===== src/rtl/anc_fifo_pkg.sv =====
package anc_fifo_pkg;
  typedef enum logic [1:0] {
    PIN_EMPTY   = 2'd0,
    PIN_FULL    = 2'd1,
    PIN_OVERRUN = 2'd2,
    PIN_LOW     = 2'd3
  } pin_sel_e;
endpackage


===== src/rtl/anc_fifo_store.sv =====
module anc_fifo_store #(
  parameter int DEPTH = 16,
  parameter int DW    = 10,
  localparam int AW   = (DEPTH > 1) ? $clog2(DEPTH) : 1,
  localparam int CW   = $clog2(DEPTH + 1)
) (
  input  logic          clk,
  input  logic          rst_n,
  input  logic          wr_en,
  input  logic          flush_wr,
  input  logic          rd_en,
  input  logic [DW-1:0] wdata,
  output logic [DW-1:0] head,
  output logic [DW-1:0] last,
  output logic [CW-1:0] count
);
  logic [DW-1:0] mem [DEPTH];
  logic [AW-1:0] wr_ptr, rd_ptr, wr_nxt, rd_nxt;

  // pointer advance: free wrap for power-of-two depths, compare otherwise
  generate
    if ((1 << AW) == DEPTH) begin : g_pow2
      assign wr_nxt = wr_ptr + AW'(1);
      assign rd_nxt = rd_ptr + AW'(1);
    end else begin : g_wrap
      assign wr_nxt = (wr_ptr == AW'(DEPTH - 1)) ? '0 : wr_ptr + AW'(1);
      assign rd_nxt = (rd_ptr == AW'(DEPTH - 1)) ? '0 : rd_ptr + AW'(1);
    end
  endgenerate

  assign head = mem[rd_ptr];

  always_ff @(posedge clk) begin
    if (wr_en || flush_wr) mem[wr_ptr] <= wdata;
  end

  always_ff @(posedge clk) begin
    if (!rst_n) begin
      wr_ptr <= '0;
      rd_ptr <= '0;
      count  <= '0;
      last   <= '0;
    end else begin
      if (rd_en) last <= mem[rd_ptr];
      if (flush_wr) begin
        rd_ptr <= wr_ptr;
        wr_ptr <= wr_nxt;
        count  <= CW'(1);
      end else begin
        if (wr_en) wr_ptr <= wr_nxt;
        if (rd_en) rd_ptr <= rd_nxt;
        count <= count + CW'(wr_en) - CW'(rd_en);
      end
    end
  end
endmodule


===== src/rtl/anc_fifo_ovr.sv =====
module anc_fifo_ovr (
  input  logic clk,
  input  logic rst_n,
  input  logic attempt,
  input  logic flush_on,
  input  logic host_rd,
  output logic ovr
);
  always_ff @(posedge clk) begin
    if (!rst_n)        ovr <= 1'b0;
    else if (flush_on) ovr <= 1'b0;
    else if (attempt)  ovr <= 1'b1;
    else if (host_rd)  ovr <= 1'b0;
  end
endmodule


===== src/rtl/anc_fifo_pinmux.sv =====
module anc_fifo_pinmux
  import anc_fifo_pkg::*;
(
  input  logic [1:0] sel,
  input  logic       st_empty,
  input  logic       st_full,
  input  logic       st_ovr,
  output logic       pin
);
  always_comb begin
    case (pin_sel_e'(sel))
      PIN_EMPTY:   pin = st_empty;
      PIN_FULL:    pin = st_full;
      PIN_OVERRUN: pin = st_ovr;
      default:     pin = 1'b0;
    endcase
  end
endmodule


===== src/rtl/anc_fifo_top.sv =====
module anc_fifo_top #(
  parameter int DEPTH = 16,
  parameter int DW    = 10,
  localparam int CW   = $clog2(DEPTH + 1)
) (
  input  logic          clk,
  input  logic          rst_n,
  input  logic          in_valid,
  output logic          in_ready,
  input  logic [DW-1:0] in_data,
  output logic          out_valid,
  input  logic          out_ready,
  output logic [DW-1:0] out_data,
  input  logic          stat_rd,
  input  logic          flush_fifo_dyn,
  input  logic          flush_msg_dyn,
  input  logic [1:0]    pin_sel,
  output logic          flag_empty,
  output logic          flag_full,
  output logic          flag_overrun,
  output logic          gp_pin
);
  logic [CW-1:0] count;
  logic [DW-1:0] head, last;
  logic flush_on, full_hit, wr_en, flush_wr, rd_en;

  assign flag_empty = (count == '0);
  assign flag_full  = (count == CW'(DEPTH));
  assign flush_on   = flush_fifo_dyn | flush_msg_dyn;
  assign full_hit   = in_valid & flag_full;
  assign wr_en      = in_valid & ~flag_full;
  assign flush_wr   = full_hit & flush_on;
  assign rd_en      = out_ready & ~flag_empty;

  assign in_ready  = ~flag_full | flush_on;
  assign out_valid = ~flag_empty;
  assign out_data  = flag_empty ? last : head;

  anc_fifo_store #(.DEPTH(DEPTH), .DW(DW)) u_store (
    .clk(clk), .rst_n(rst_n), .wr_en(wr_en), .flush_wr(flush_wr),
    .rd_en(rd_en), .wdata(in_data), .head(head), .last(last), .count(count)
  );

  anc_fifo_ovr u_ovr (
    .clk(clk), .rst_n(rst_n), .attempt(full_hit), .flush_on(flush_on),
    .host_rd(stat_rd), .ovr(flag_overrun)
  );

  anc_fifo_pinmux u_pin (
    .sel(pin_sel), .st_empty(flag_empty), .st_full(flag_full),
    .st_ovr(flag_overrun), .pin(gp_pin)
  );
endmodule


===== config.mk =====
export PLATFORM = sky130hd
export DESIGN_NAME = anc_fifo_top
export DESIGN_NICKNAME = d
export VERILOG_FILES = /design/src/rtl/anc_fifo_pkg.sv /design/src/rtl/anc_fifo_store.sv /design/src/rtl/anc_fifo_ovr.sv /design/src/rtl/anc_fifo_pinmux.sv /design/src/rtl/anc_fifo_top.sv
export SDC_FILE = /design/constraint.sdc
export NUM_CORES = 1
export LEC_CHECK = 0
export BUFFER_PORTS_ARGS = -buffer_cell sky130_fd_sc_hd__buf_2
export CAP_MARGIN = 0
export CORE_ASPECT_RATIO = 0.8
export CORE_MARGIN = 8
export CORE_UTILIZATION = 45
export CTS_BUF_LIST = sky130_fd_sc_hd__clkbuf_4 sky130_fd_sc_hd__clkbuf_8
export DETAILED_ROUTE_END_ITERATION = 10
export GPL_TIMING_DRIVEN = 0
export PLACE_DENSITY_LB_ADDON = 0.05
export SKIP_LAST_GASP = 1
export SYNTH_ARGS = -nofsm -noshare
export SYNTH_HDL_FRONTEND = slang
export SYNTH_SLANG_ARGS = --single-unit

===== constraint.sdc =====
create_clock -name clk -period 2.74 [get_ports clk]
set_input_delay 0.137 -clock clk [delete_from_list [all_inputs] [get_ports clk]]
set_output_delay 0.137 -clock clk [all_outputs]
set_load 0.05 [all_outputs]

**Yosys cells after proc, flatten, opt, wreduce, memory -nomap -nowiden**

Memory sizes are Yosys's and may differ from the RTL's. A register that Yosys moved wholly into a read port is not among the register bits.
Index checks and enable logic that the tools add are counted.

- $add $sub $neg: 4
- Eq/ne operators: 3
- Muxes and demuxes: 13
- Bitwise operators: 9
- Reductions and logical operators: 8

Operator list:

| cell | number |
|---|---|
| $mux 4 | 6 |
| $mux 10 | 1 |
| $add 4x1->4 const B | 2 |
| $reduce_bool 2->1 | 3 |
| $add 5x1->5 | 1 |
| $eq 5x5->1 const B | 1 |
| $logic_not 5->1 | 1 |
| $mux 1 | 5 |
| $sub 5x1->5 | 1 |
| $and 1x1->1 | 4 |
| $reduce_or 2->1 | 2 |
| $not 1->1 | 3 |
| $pmux 1 s3 | 1 |
| $eq 2x1->1 const B | 1 |
| $eq 2x2->1 const B | 1 |
| $logic_not 2->1 | 1 |
| $or 1x1->1 | 2 |
| $logic_or 1x1->1 | 1 |

- Flip-flop bits (word level): 24
- Memory bits (writable): 160
- Bits of input ports: 19
- Output and inout bits: 16
- Logic and storage cells: 44
- Memories kept: 1

Memory list:

| memory | words | width | rd ports | clocked after memory_dff | write ports | line | RTL |
|---|---|---|---|---|---|---|---|
| u_store.mem | 16 | 10 | 1 | 1 | 1 | anc_fifo_store.sv:17 | `logic [DW-1:0] mem [DEPTH];` |

**Longest topological paths before layout**

Gate-level depths: netlist (run 1).

- Word-level depth: 7
- Gate-level depth with buffers: 15
- Depth with buffers taken out: 13

**Modules after synthesis**

From an unflattened synthesis (run 1), not the netlist that was laid out.

- Cell total of the unflattened synthesis: 415
- Area, all modules: 7713.6 sq um

By module, submodules not included:

| module | times used | cells an instance | area an instance (sq um) | seq. area each (sq um) |
|---|---|---|---|---|
| anc_fifo_store | 1 | 386 | 7423.4 | 5345.1 |
| anc_fifo_top | 1 | 22 | 227.7 | 0.0 |
| anc_fifo_ovr | 1 | 4 | 40.0 | 20.0 |
| anc_fifo_pinmux | 1 | 3 | 22.5 | 0.0 |

**Least setup slack after synthesis (run 1)**

OpenSTA, ideal clock, no wires.

- Path type: reg2out
- From: register u_store.count[2]
- To: output port out_data[0]
- Arrival time: 2.785 ns
- Required time: 2.603 ns
- Setup slack: -0.182 ns
- Cell stages (with the launch flop): 8
- Buffers on the path: 2
- Cell sequence: dfxtp_1 inv_1 ha_1 or4b_1 buf_2 clkbuf_1 nor2_1 a211oi_1

- Longest elaborated chain between the ends: 2

RTL lines:

| item | line | RTL |
|---|---|---|
| start, declared | anc_fifo_store.sv:15 | `output logic [CW-1:0] count` |
| start signal, assigned | anc_fifo_store.sv:52 | `count <= count + CW'(wr_en) - CW'(rd_en);` |
| $logic_not 5->1 | anc_fifo_top.sv:27 | `assign flag_empty = (count == '0);` |
| $mux 10 | anc_fifo_top.sv:37 | `assign out_data = flag_empty ? last : head;` |
| end, declared | anc_fifo_top.sv:13 | `output logic [DW-1:0] out_data,` |

No other way between the ends.

**Worst setup path in the final report (run 1)**

- From: register u_store.count[3]
- To: memory u_store.mem[15][9] (enable)

- Longest elaborated chain between the ends: 6
- Elaborated cells on any way between the ends: 8
- Those cells by class: eq/ne (1); mux (2); bitwise (4); reduce/logical (1)

RTL lines:

| item | line | RTL |
|---|---|---|
| $eq 5x5->1 * | anc_fifo_top.sv:28 | `assign flag_full = (count == CW'(DEPTH));` |
| $and 1x1->1 or $not 1->1 (tied branches) | anc_fifo_top.sv:30, anc_fifo_top.sv:31 |  |
| $and 1x1->1, on equally long branches | anc_fifo_top.sv:32, anc_fifo_top.sv:31 |  |
| $logic_or 1x1->1 * | anc_fifo_store.sv:34 | `if (wr_en \|\| flush_wr) mem[wr_ptr] <= wdata;` |
| $mux 1 * | anc_fifo_store.sv:34 |  |
| $mux 1 (not written as such) * | anc_fifo_store.sv:34 |  |
| end, declared | anc_fifo_store.sv:17 |  |

Every way passes the cells marked *; elsewhere a longest branch is shown, timed or not.

==> summary.txt, run 1 <==
Die
  • Row Count: 43
  • Die Height: 133 um
  • Core Area: 0.0171 mm2
  • Initial core utilization: 0.453
  • Chip width: 163 um
  • DIE AREA: 0.0217 mm2
  • I/O pin cnt: 35

Logic synthesis
  • Async set-reset flop share out of synthesis: 0
  • Main synth FF type: edfxtp_1
  • Syn Inst Count: 463
  • Synth Net Count: 493
  • Yosys top cell area share: 0.621
  • Post-synth EDFFs: 160
  • Synth top area cells: edfxtp_1, dfxtp_1, mux4_2, mux4_1, mux2i_1
  • Synth Register Bits: 188
  • Synth area leader: edfxtp_1
  • Cell Area, Synth: 0.00773 mm2
  • Mean post-synth cell area: 16.7 um2
  • Distinct cells, synth: 49
  • Ys Warns: 0
  • Register area share after synthesis: 0.694

Layout
  • Layout cells sized above 1: 0.289
  • Most frequent cells in the layout: edfxtp_1, buf_2, nor2_1
  • Most common cell after layout, fill and taps aside: edfxtp_1
  • Nets: 556
  • Finished Cell Area: 0.00883 mm2
  • Final Util: 0.518
  • N_diodes: 0
  • Number of fill cells in the layout: 1389
  • P&R area growth vs syn: 14.2%

Setup path
  • Worst-path fanout max: 10
  • Data required, critical path: 2.81 ns
  • Reg-to-Reg Start: u_store.count[3]
  • Worst EP arrival: 2.70 ns
  • FF-to-FF setup slack: 0.11 ns
  • CP Launch Type: register
  • Worst setup path class: reg2reg
  • R2r endpoint: u_store.mem[15][9]
  • CP Launch Point: u_store.count[3]
  • Critical Path Sink Type: register
  • Crit path capture: u_store.mem[15][9]
  • R2r worst-path depth: 7

Detailed routing
  • Pre-antenna DRT Iters: 6
  • DR DRC count: 0
  • Final antenna-violating net count: 0
  • First DRT Iteration DRCs: 358
  • Routed vias: 4230
  • Routed wire length: 17.6 mm
  • Drt wl/cell: 23.0 um
  • Routed vias/inst: 5.54

Timing
  • Clock Skew: 0.00880 ns
  • Maximum operating frequency: 380 MHz
  • Final worst slack: 0.108 ns
  • Worst rel slew slack: 0.143
  • Hold Vio Cnt, Final: 0
  • Worst-margin pin slew: 1.28 ns
  • RSZ-0062 raised after global routing: yes
  • Final Max Tran Viols: 0
  • Tcrit/Tclk final: 0.961
  • Post-layout min period: 2.63 ns
  • Endpoints failing setup: 0

Pwr
  • Switching part of the total: 0.381
  • Flop pwr share: 0.398
  • Pwr Density: 963 mW/mm2
  • Net switching power: 3.24 mW
  • LEAKAGE: 2.89 nW
  • Peak VDD IR: 0.000415 V
  • Clock power frac: 0.219
  • Pint: 5.27 mW
  • Combinational share of power: 0.383

GRT
  • First-pass GRT wire length: 26.4 mm
  • Number of global-route vias before repair: 4296
  • GRT Residual Overflow: 0
  • GRT Overall Usage: 0.167
  • Pin count of the biggest net entering global routing: 18
  • Antenna violations before repair: 0

Outcome
  • Outcome: complete, no violations

Place
  • Worst slack, placed: -0.301 ns
  • GPL Wtd Cong: 0.781
  • IO Port Bufs: 33
  • Hpwl dp: 11.6 mm
  • Placed inst area: 0.00828 mm2

Clock network
  • TritonCTS clock tree: built
  • Worst skew pair latency: 0.45 ns
  • CTS sink cnt: 188
  • Number of CTS-inserted buffers: 17
  • Clock Tree Buf Depth: 2
  • CTS root buffer: clkbuf_8
  • Clk slew on worst S/H paths: 0.10 ns
  • H-tree depth: 4

Job
  • MaxCap Viol Count: 0

Hold path
  • Hold Path Class: in2reg
==> synthesized netlist by cell type, types with 2 or more instances <==
cell type,number
a211oi_1,8
nor3_1,3
xor2_1,3
buf_2,2
or2_2,2
nor2_1,27
o21ai_0,10
o211ai_1,10
ha_1,10
clkbuf_1,10
mux4_1,11
nand3_1,14
a21oi_1,16
buf_6,4
nand2b_1,3
inv_1,15
mux2i_1,22
nand2_1,17
mux4_2,20
mux2_2,10
and2_1,9
a21o_1,2
nor3b_1,3
dfxtp_1,28
nor2b_1,2
edfxtp_1,160
nor4_1,4
xnor2_1,4
a21boi_0,2
buf_4,5
o22ai_1,9
==> layer usage <==
metal,share of wire,vias up,track usage
met2,0.49,63,0.264
li1,-,1935,-
met1,0.47,2216,0.231
met5,0,-,0
met3,0.033,16,0.0333
met4,0.010,0,0.0432
==> final cells by class <==
class / instances / area, um2 / share of cell area
buffer: 20 / 155 / 0.0176
clock buffer: 17 / 234 / 0.0265
clock inverter: 15 / 166 / 0.0188
inverter: 16 / 60.1 / 0.00680
multi-input combinational: 236 / 2280 / 0.258
sequential: 188 / 5370 / 0.608
tap: 225 / 282 / 0.0319
timing repair buffer: 47 / 283 / 0.0320
==> how the worst min path moves through the flow <==
stage	from	end	slack, ns	depth (start not counted)
final	in_data[2]	u_store.mem[7][2]	0.06	1
after global routing	in_data[2]	u_store.mem[3][2]	0.04	1
after CTS	in_data[2]	u_store.mem[7][2]	0.03	1
after detailed placement	flush_fifo_dyn	u_ovr.ovr	0.40	4
after global placement	flush_fifo_dyn	u_ovr.ovr	0.40	4
after floorplan	in_data[0]	u_store.mem[0][0]	0.24	0
==> per-stage QoR <==
stage	std cells	hold WS (ns)	setup TNS (ns)	total power, mW
final	764	0.0632	0	8.51
after global placement	721	0.402	-50.73	6.47
after detailed placement	726	0.404	-0.301	6.53
after global routing	764	0.0420	-1.43	8.87
after CTS	762	0.0334	-0.0188	8.49
after floorplan	463	0.236	0	5.70
==> power by group through the flow <==
stage | sequential [mW] | clock [mW] | combinational [mW]
after floorplan | 3.42 | 0 | 2.28
after global placement | 3.44 | 0 | 3.03
after detailed placement | 3.44 | 0 | 3.09
after CTS | 3.38 | 1.90 | 3.22
after global routing | 3.40 | 1.99 | 3.47
final | 3.38 | 1.86 | 3.26
==> critical path: stages, from the launching register on <==
cell	delay, ns
dfxtp_2	0.35
inv_2	0.05
ha_4	0.16
nand4bb_1	0.21
inv_1	0.13
nand2_1	0.11
nand4_1	0.20
nor2_1	1.03
==> state kept, by name, indices dropped and copies added (netlist names), named ones only <==
register and flops:
u_ovr.ovr 1, u_store.rd_ptr 4, u_store.mem 160, u_store.last 10
u_store.count 5, u_store.wr_ptr 4
==> cell families (layout without fill, tap and decap cells) <==
group	count (synthesis)	after routing	share of synthesized area
simple gates	94	94	0.0625
mux	63	63	0.139
compound gates	61	61	0.0503
buf+inv	39	115	0.0278
flops	188	188	0.694
xor+xnor	7	7	0.00793
fa+ha+maj	11	11	0.0188
==> timing repair <==
item,4_1_cts,5_1_grt
setup buffers,3,3
hold endpoints to repair,1,0
resized for setup,15,16
hold buffers,3,0
gates cloned,0,0
setup endpoints to repair,26,129
pin swaps,4,3
(Power assumes the default switching activity.)
==> inputs of run 2 (changes only) <==
--- a/config.mk
+++ b/config.mk
@@ -5,6 +5,7 @@
 export SDC_FILE = /design/constraint.sdc
 export NUM_CORES = 1
 export LEC_CHECK = 0
+export ABC_AREA = 1
 export BUFFER_PORTS_ARGS = -buffer_cell sky130_fd_sc_hd__buf_2
 export CAP_MARGIN = 0
 export CORE_ASPECT_RATIO = 0.8
@@ -14,6 +15,7 @@
 export DETAILED_ROUTE_END_ITERATION = 10
 export GPL_TIMING_DRIVEN = 0
 export PLACE_DENSITY_LB_ADDON = 0.05
+export REMOVE_ABC_BUFFERS = 1
 export SKIP_LAST_GASP = 1
 export SYNTH_ARGS = -nofsm -noshare
 export SYNTH_HDL_FRONTEND = slang
==> run 2 against run 1 <==
Compared with the run above:
- critical path depth increased by 2
- the run now ends with DRC left
- register-to-register slack about the same
- clock power increased by 2%
- critical endpoint is now u_store.mem[5][8]
- fmax about the same
- count of clock-buffer cells in the layout increased by 4
- worst setup slack about the same
- final cell count increased by 53%
- non-clock buffer count decreased by 24
- total power decreased by 3.3%
- synthesized cell count increased by 89%
- highest routed layer unchanged
==> summary.txt, run 2 <==
Layout
  • Multi-input gate area: 0.00237 mm2 (+3.9%)
  • Most frequent cells in the layout: nand2_1, edfxtp_1, nand3_1
  • Nets: 932 (+68%)
  • Storage cell area: 0.00537 mm2 (about the same)
  • N_diodes: 0 (unchanged)
  • Most common cell after layout, fill and taps aside: nand2_1
  • Number of fill cells in the layout: 1641 (+18%)
  • Layout cells sized above 1: 0.107 (-0.182)
  • Largest Register: u_store.mem
  • P&R area growth vs syn: 10.5%
  • Top flop regs: u_store.mem x160, u_store.last x10, u_store.count x5
  • Final Util: 0.511 (-0.00728)
  • Max FFs per register: 160 (unchanged)

Setup path
  • Worst EP arrival: 2.70 ns (about the same)
  • Worst-path fanout max: 10 (unchanged)
  • CP top delay family: simple AND/OR/NAND/NOR gates
  • Crit. path cell count: 9 (+2)
  • Worst setup path class: reg2reg
  • Crit path largest cell delay: 0.90 ns (-0.13 ns)
  • CP Launch Type: register
  • R2r worst-path depth: 9 (+2)
  • Data required, critical path: 2.81 ns (about the same)
  • Crit-path cells: inv_1, ha_1, nand3_2, clkinv_2, nand2_2, nand2_4, inv_4, nand2_1, nor2_1
  • Slowest cell on crit path: nor2_1
  • WP buf/inv: 3 (+1)
  • Critical Path Sink Type: register

GRT
  • GRT met2 Usage: 0.269 (+0.00510)
  • Antenna violations before repair: 0 (unchanged)
  • Number of global-route vias before repair: 5489 (+28%)
  • Pin count of the biggest net entering global routing: 81 (+63)
  • GR peak layer: met2
  • GRT Residual Overflow: 0 (unchanged)
  • GRT Overall Usage: 0.171 (+0.00451)
  • GR Layer Usage met1: 0.236 (+0.00523)
  • First-pass GRT wire length: 30.3 mm (+14%)
  • Met3 Use GR: 0.0356 (+0.00226)

Logic synthesis
  • Post-synth top cells: nand2_1, edfxtp_1, nand3_1
  • Distinct cells, synth: 32 (-35%)
  • Async set-reset flop share out of synthesis: 0 (unchanged)
  • Register area share after synthesis: 0.638 (-0.0564)
  • Yosys top cell area share: 0.571 (-0.0505)
  • Post-synth EDFFs: 160 (unchanged)
  • Ys Warns: 0 (unchanged)
  • Syn Inst Count: 874 (+89%)
  • Synth Register Bits: 188 (unchanged)
  • Mean post-synth cell area: 9.63 um2 (-42%)
  • Cell Area, Synth: 0.00842 mm2 (+8.9%)
  • Main synth FF type: edfxtp_1
  • Synth area leader: edfxtp_1
  • Synth top area cells: edfxtp_1, nand2_1, nand3_1, dfxtp_1, inv_1
  • Count leader, synth: nand2_1

Die
  • Core Area: 0.0182 mm2 (+6.8%)
  • I/O pin cnt: 35 (unchanged)
  • Initial core utilization: 0.462 (+0.00852)
  • Die Height: 138 um (+3.8%)
  • DIE AREA: 0.0234 mm2 (+7.9%)
  • Row Count: 44 (+2.3%)
  • Chip width: 169 um (+3.9%)

Pwr
  • Pwr Density: 884 mW/mm2 (-8.2%)
  • Power Total: 8.23 mW (-3.3%)
  • LEAKAGE: 3.99 nW (+38%)
  • Peak VDD IR: 0.000404 V (-2.8%)

Hold path
  • Worst Hold Depth: 3 (+2)
  • Hold Path Class: in2reg

Timing
  • Clock Skew: 0.0122 ns (+0.00345 ns)
  • Tcrit/Tclk final: 0.961 (about the same)
  • Post-layout min period: 2.63 ns (+0.000179 ns)
  • Final Max Tran Viols: 0 (unchanged)
  • Endpoints failing setup: 0 (unchanged)
  • Hold Vio Cnt, Final: 0 (unchanged)
  • Worst rel slew slack: 0.149 (+0.00639)
  • Maximum operating frequency: 380 MHz (about the same)
  • Worst hold slack: 0.0469 ns (-0.0163 ns)
  • RSZ-0062 raised after global routing: yes
  • Worst-margin pin slew: 1.27 ns (-0.00955 ns)

Clock network
  • CTS root buffer: clkbuf_8
  • Number of CTS-inserted buffers: 17 (unchanged)
  • Worst skew pair latency: 0.46 ns (about the same)
  • Clk slew on worst S/H paths: 0.09 ns (about the same)
  • Clock Tree Buf Depth: 2 (unchanged)
  • TritonCTS clock tree: built
  • H-tree depth: 4 (unchanged)
  • CTS sink cnt: 188 (unchanged)

Outcome
  • Failing checks: DRC
  • Outcome: complete, but fails checks

Detailed routing
  • First DRT Iteration DRCs: 581 (+62%)
  • Final antenna-violating net count: 0 (unchanged)
  • Routed wire length: 20.6 mm (+17%)
  • Routed vias: 5821 (+38%)
  • Drt wl/cell: 17.7 um (-23%)
  • Routed vias/inst: 4.98 (-10%)
  • DR DRC count: 2 (+2)
  • Pre-antenna DRT Iters: 8 (+2)

Place
  • GPL Wtd Cong: 0.802 (+2.7%)
  • Hpwl dp: 11.9 mm (+2.5%)
  • IO Port Bufs: 34 (+3.0%)

Job
  • MaxCap Viol Count: 0 (unchanged)
[run 2: changes by cell type in the layout (fill, tap and decap cells not counted), sizes merged, moves of 22 or more]
cell	previous run	this run
nand2	19	322
nand3	14	121
inv	20	117
mux4	31	0
nor2	28	55
mux2i	22	0
[run 2: cell type report]
| cell class | instances | share of cell area |
|---|---|---|
| Clock buffer | 21 | 0.0291 |
| Tap cell | 253 | 0.0340 |
| Inverter | 119 | 0.0526 |
| Sequential cell | 188 | 0.578 |
| Clock inverter | 11 | 0.0155 |
| Timing Repair Buffer | 43 | 0.0342 |
| Multi-Input combinational cell | 531 | 0.255 |
| Timing Repair inverter | 2 | 0.00202 |
[run 2: timing repair]
item	CTS	global route
buffers inserted	0	1
setup endpoints to repair	21	42
endpoints found under the hold margin	4	0
cloned	1	3
resized for setup	8	10
hold buffers	4	0
[run 2: worst paths after layout]
path                                        start                end  slack, ns
worst max-delay path             u_store.count[2]  u_store.mem[5][8]       0.11
worst min-delay path                     in_valid  u_store.wr_ptr[0]       0.05
worst max register to register   u_store.count[2]  u_store.mem[5][8]       0.11
worst min register to register  u_store.wr_ptr[3]  u_store.wr_ptr[3]       0.54
[run 2: routing by layer]
layer	vias to the layer above	routed length [um]
li1	2852	-
met1	2802	9730
met2	154	9470
met3	13	1210
met4	0	219
met5	-	0
[run 2: cells by family (layout without fill, tap and decap cells)]
| logic type | after synthesis | count (layout) | share of synthesized area |
|---|---|---|---|
| buffers and inverters | 155 | 196 | 0.0831 |
| adder cells (fa/ha/maj) | 11 | 11 | 0.0172 |
| AND/OR/NAND/NOR | 500 | 500 | 0.247 |
| XOR/XNOR | 5 | 5 | 0.00520 |
| flip-flops | 188 | 188 | 0.638 |
| AO/OA/AOI/OAI | 15 | 15 | 0.00996 |
[run 2: report_power, final]
part	internal, mW	switching, mW	leakage [nW]
Combinational	0.817	2.13	2.11
Clock	0.954	0.949	0.204
Sequential	3.25	0.130	1.68
[run 2: metrics by stage]
step | instance area (um2) | setup WS [ns] | std cells | TNS [ns]
global placement | 8660 | -2.12 | 1125 | -37.75
floorplan | 8170 | -0.346 | 838 | -3.42
finish | 9300 | 0.107 | 1168 | 0
CTS | 9190 | -0.0427 | 1164 | -0.0591
global route | 9300 | -0.0743 | 1168 | -1.05
detailed placement | 8710 | -0.361 | 1127 | -2.82
[run 2: worst register-to-register path, cell delays in order (launching register included)]
cell	delay, ns
dfxtp_1	0.36
inv_1	0.08
ha_1	0.26
nand3_2	0.13
clkinv_2	0.11
nand2_2	0.10
nand2_4	0.08
inv_4	0.09
nand2_1	0.13
nor2_1	0.90
==> inputs of run 3 (changes only) <==
--- a/config.mk
+++ b/config.mk
@@ -8,9 +8,11 @@
 export ABC_AREA = 1
 export BUFFER_PORTS_ARGS = -buffer_cell sky130_fd_sc_hd__buf_2
 export CAP_MARGIN = 0
+export CELL_PAD_IN_SITES_DETAIL_PLACEMENT = 2
+export CELL_PAD_IN_SITES_GLOBAL_PLACEMENT = 2
 export CORE_ASPECT_RATIO = 0.8
 export CORE_MARGIN = 8
-export CORE_UTILIZATION = 45
+export CORE_UTILIZATION = 37
 export CTS_BUF_LIST = sky130_fd_sc_hd__clkbuf_4 sky130_fd_sc_hd__clkbuf_8
 export DETAILED_ROUTE_END_ITERATION = 10
 export GPL_TIMING_DRIVEN = 0
==> run 3 against run 2 <==
Compared with the run above:
- the run now ends clean
- count of clock-buffer cells in the layout down 3
- worst hold slack better by 0.011 ns
- critical endpoint is now out_data[3]
- worst setup slack improved by 0.042 ns
- final cell count up 4.5%
- combinational power is 3% higher
==> summary.txt, run 3 (synthesized netlist as in run 2, its figures left out) <==
Outcome
  • Outcome: complete, no violations

Timing
  • Final worst slack: 0.149 ns (+0.0416 ns)
  • Post-layout min period: 2.59 ns (-0.0416 ns)
  • Hold Vio Cnt, Final: 0 (unchanged)
  • Clock Skew: 0.0228 ns (+0.0105 ns)
  • Final Max Tran Viols: 0 (unchanged)
  • Maximum operating frequency: 386 MHz (+1.6%)
  • Tcrit/Tclk final: 0.946 (-0.0152)
  • Worst hold slack: 0.0584 ns (+0.0115 ns)
  • Endpoints failing setup: 0 (unchanged)
  • Worst-margin pin slew: 1.24 ns (-0.0285 ns)
  • Worst rel slew slack: 0.168 (+0.0191)

GRT
  • Pin count of the biggest net entering global routing: 81 (unchanged)
  • GRT Residual Overflow: 0 (unchanged)
  • Number of global-route vias before repair: 6603 (+20%)
  • Antenna violations before repair: 0 (unchanged)
  • GRT Overall Usage: 0.182 (+0.0114)
  • First-pass GRT wire length: 37.7 mm (+25%)

Setup path
  • CP Launch Type: register
  • WP buf/inv: 2 (-1)
  • Slowest cell on crit path: dfxtp_1
  • Worst EP arrival: 2.45 ns (-0.25 ns)
  • Cell mode on critical path: nand2_1
  • Critical Path Sink Type: primary output
  • Data required, critical path: 2.60 ns (-0.21 ns)
  • Worst setup path class: reg2out
  • Crit path largest cell delay: 0.77 ns (-0.13 ns)
  • CP top delay family: flip-flops
  • Worst-path fanout max: 11 (+1)
  • Crit-path cells: clkinv_2, nand3_1, nand2_1, nand2_1, nand2_1, buf_2

Detailed routing
  • First DRT Iteration DRCs: 226 (-61%)
  • Pre-antenna DRT Iters: 4 (-4)
  • DR DRC count: 0 (-2)
  • Routed vias: 5972 (+2.6%)
  • Routed vias/inst: 4.90 (-1.8%)
  • Final antenna-violating net count: 0 (unchanged)
  • Drt wl/cell: 20.0 um (+13%)
  • Routed wire length: 24.4 mm (+18%)

Clock network
  • CTS sink cnt: 188 (unchanged)
  • Worst skew pair latency: 0.47 ns (about the same)
  • H-tree depth: 4 (unchanged)
  • Number of CTS-inserted buffers: 17 (unchanged)
  • Clk slew on worst S/H paths: 0.10 ns (about the same)
  • Clock Tree Buf Depth: 2 (unchanged)
  • TritonCTS clock tree: built
  • CTS root buffer: clkbuf_8

Hold path
  • Hold Path Class: in2reg

Layout
  • N_diodes: 0 (unchanged)
  • Layout cells sized above 1: 0.118 (+0.0111)
  • P&R area growth vs syn: 10.7%
  • Max FFs per register: 160 (unchanged)
  • Most frequent cells in the layout: nand2_1, edfxtp_1, nand3_1
  • Most common cell after layout, fill and taps aside: nand2_1
  • Nets: 931 (-0.11%)
  • Top flop regs: u_store.mem x160, u_store.last x10, u_store.count x5
  • Largest Register: u_store.mem

Die
  • DIE AREA: 0.0279 mm2 (+19%)
  • Core Area: 0.0224 mm2 (+23%)
  • Chip width: 185 um (+9.3%)
  • Row Count: 49 (+11%)
  • I/O pin cnt: 35 (unchanged)
  • Die Height: 151 um (+9.1%)
  • Initial core utilization: 0.376 (-0.0858)

Place
  • GPL Wtd Cong: 0.773 (-3.6%)
  • Hpwl dp: 15.3 mm (+29%)
  • Worst slack, placed: -0.495 ns (-0.134 ns)
  • IO Port Bufs: 34 (unchanged)

Pwr
  • LEAKAGE: 3.96 nW (-0.68%)
  • Pwr Density: 886 mW/mm2 (+0.21%)
  • Peak VDD IR: 0.000297 V (-26%)
  • Power Total: 8.25 mW (+0.32%)

Job
  • MaxCap Viol Count: 0 (unchanged)
run 3: cell count changes in the layout (fill, tap and decap cells not counted), moves of 3 or more:
cell	previous run	this run
clkbuf_4	4	1
nor2_2	6	15
nor2_1	49	40
inv_6	2	5
clkinvlp_4	6	3
run 3: per-stage QoR:
step           setup TNS (ns)  instances  instance area [um2]   util
6_report                    0       1220                 9310  0.416
3_3_place_gp           -42.25       1178                 8720  0.390
4_1_cts                -0.444       1219                 9260  0.414
3_5_place_dp            -4.72       1180                 8780  0.392
2_1_floorplan           -3.42        838                 8170      -
5_1_grt              -0.00159       1220                 9310  0.416
run 3: repair_timing:
item                                    CTS  global route
cloned                                    1             0
buffers inserted                          3             1
resized for setup                        14            14
endpoints found under the setup margin   54           106
endpoints found under the hold margin     5             0
hold buffers                              3             0
run 3: area by class of cell:
| type | count | area [um2] |
|---|---|---|
| Fill cell | 2446 | 13100 |
| Sequential cell | 188 | 5370 |
| Multi-Input combinational cell | 531 | 2410 |
| Inverter | 119 | 479 |
| Tap cell | 306 | 383 |
| Timing Repair Buffer | 43 | 285 |
| Clock buffer | 18 | 241 |
| Clock inverter | 14 | 135 |
| Timing Repair inverter | 1 | 7.51 |
run 3: worst paths after layout:
| check | start | to | slack, ns | depth (start not counted) |
|---|---|---|---|---|
| setup / recovery | register | out_data[3] | 0.15 | 6 |
| setup reg to reg | u_store.count[3] | u_store.mem[15][4] | 0.17 | 9 |
| hold / removal | in_valid | u_store.wr_ptr[0] | 0.06 | 3 |
| hold reg to reg | u_store.wr_ptr[3] | u_store.wr_ptr[3] | 0.56 | 2 |
run 3: per-layer routing:
layer  up-vias  wire [um]  global-route usage
li1       2855          -                   -
met1      3044      11500               0.236
met2        54      12000               0.320
met3        19        635              0.0283
met4         0        248              0.0407
met5         -          0                   0
run 3: worst min-delay path, delay by kind of cell:
family	cells	cell delay, ns
buffers and inverters	1	0.15
AOI/OAI and AO/OA	1	0.07
and+or+nand+nor	1	0.12
run 3: power breakdown:
group          total (mW)  switching, mW  internal, mW
registers            3.40          0.151          3.25
clock network        1.83           1.08         0.753
logic                3.02           2.20         0.820
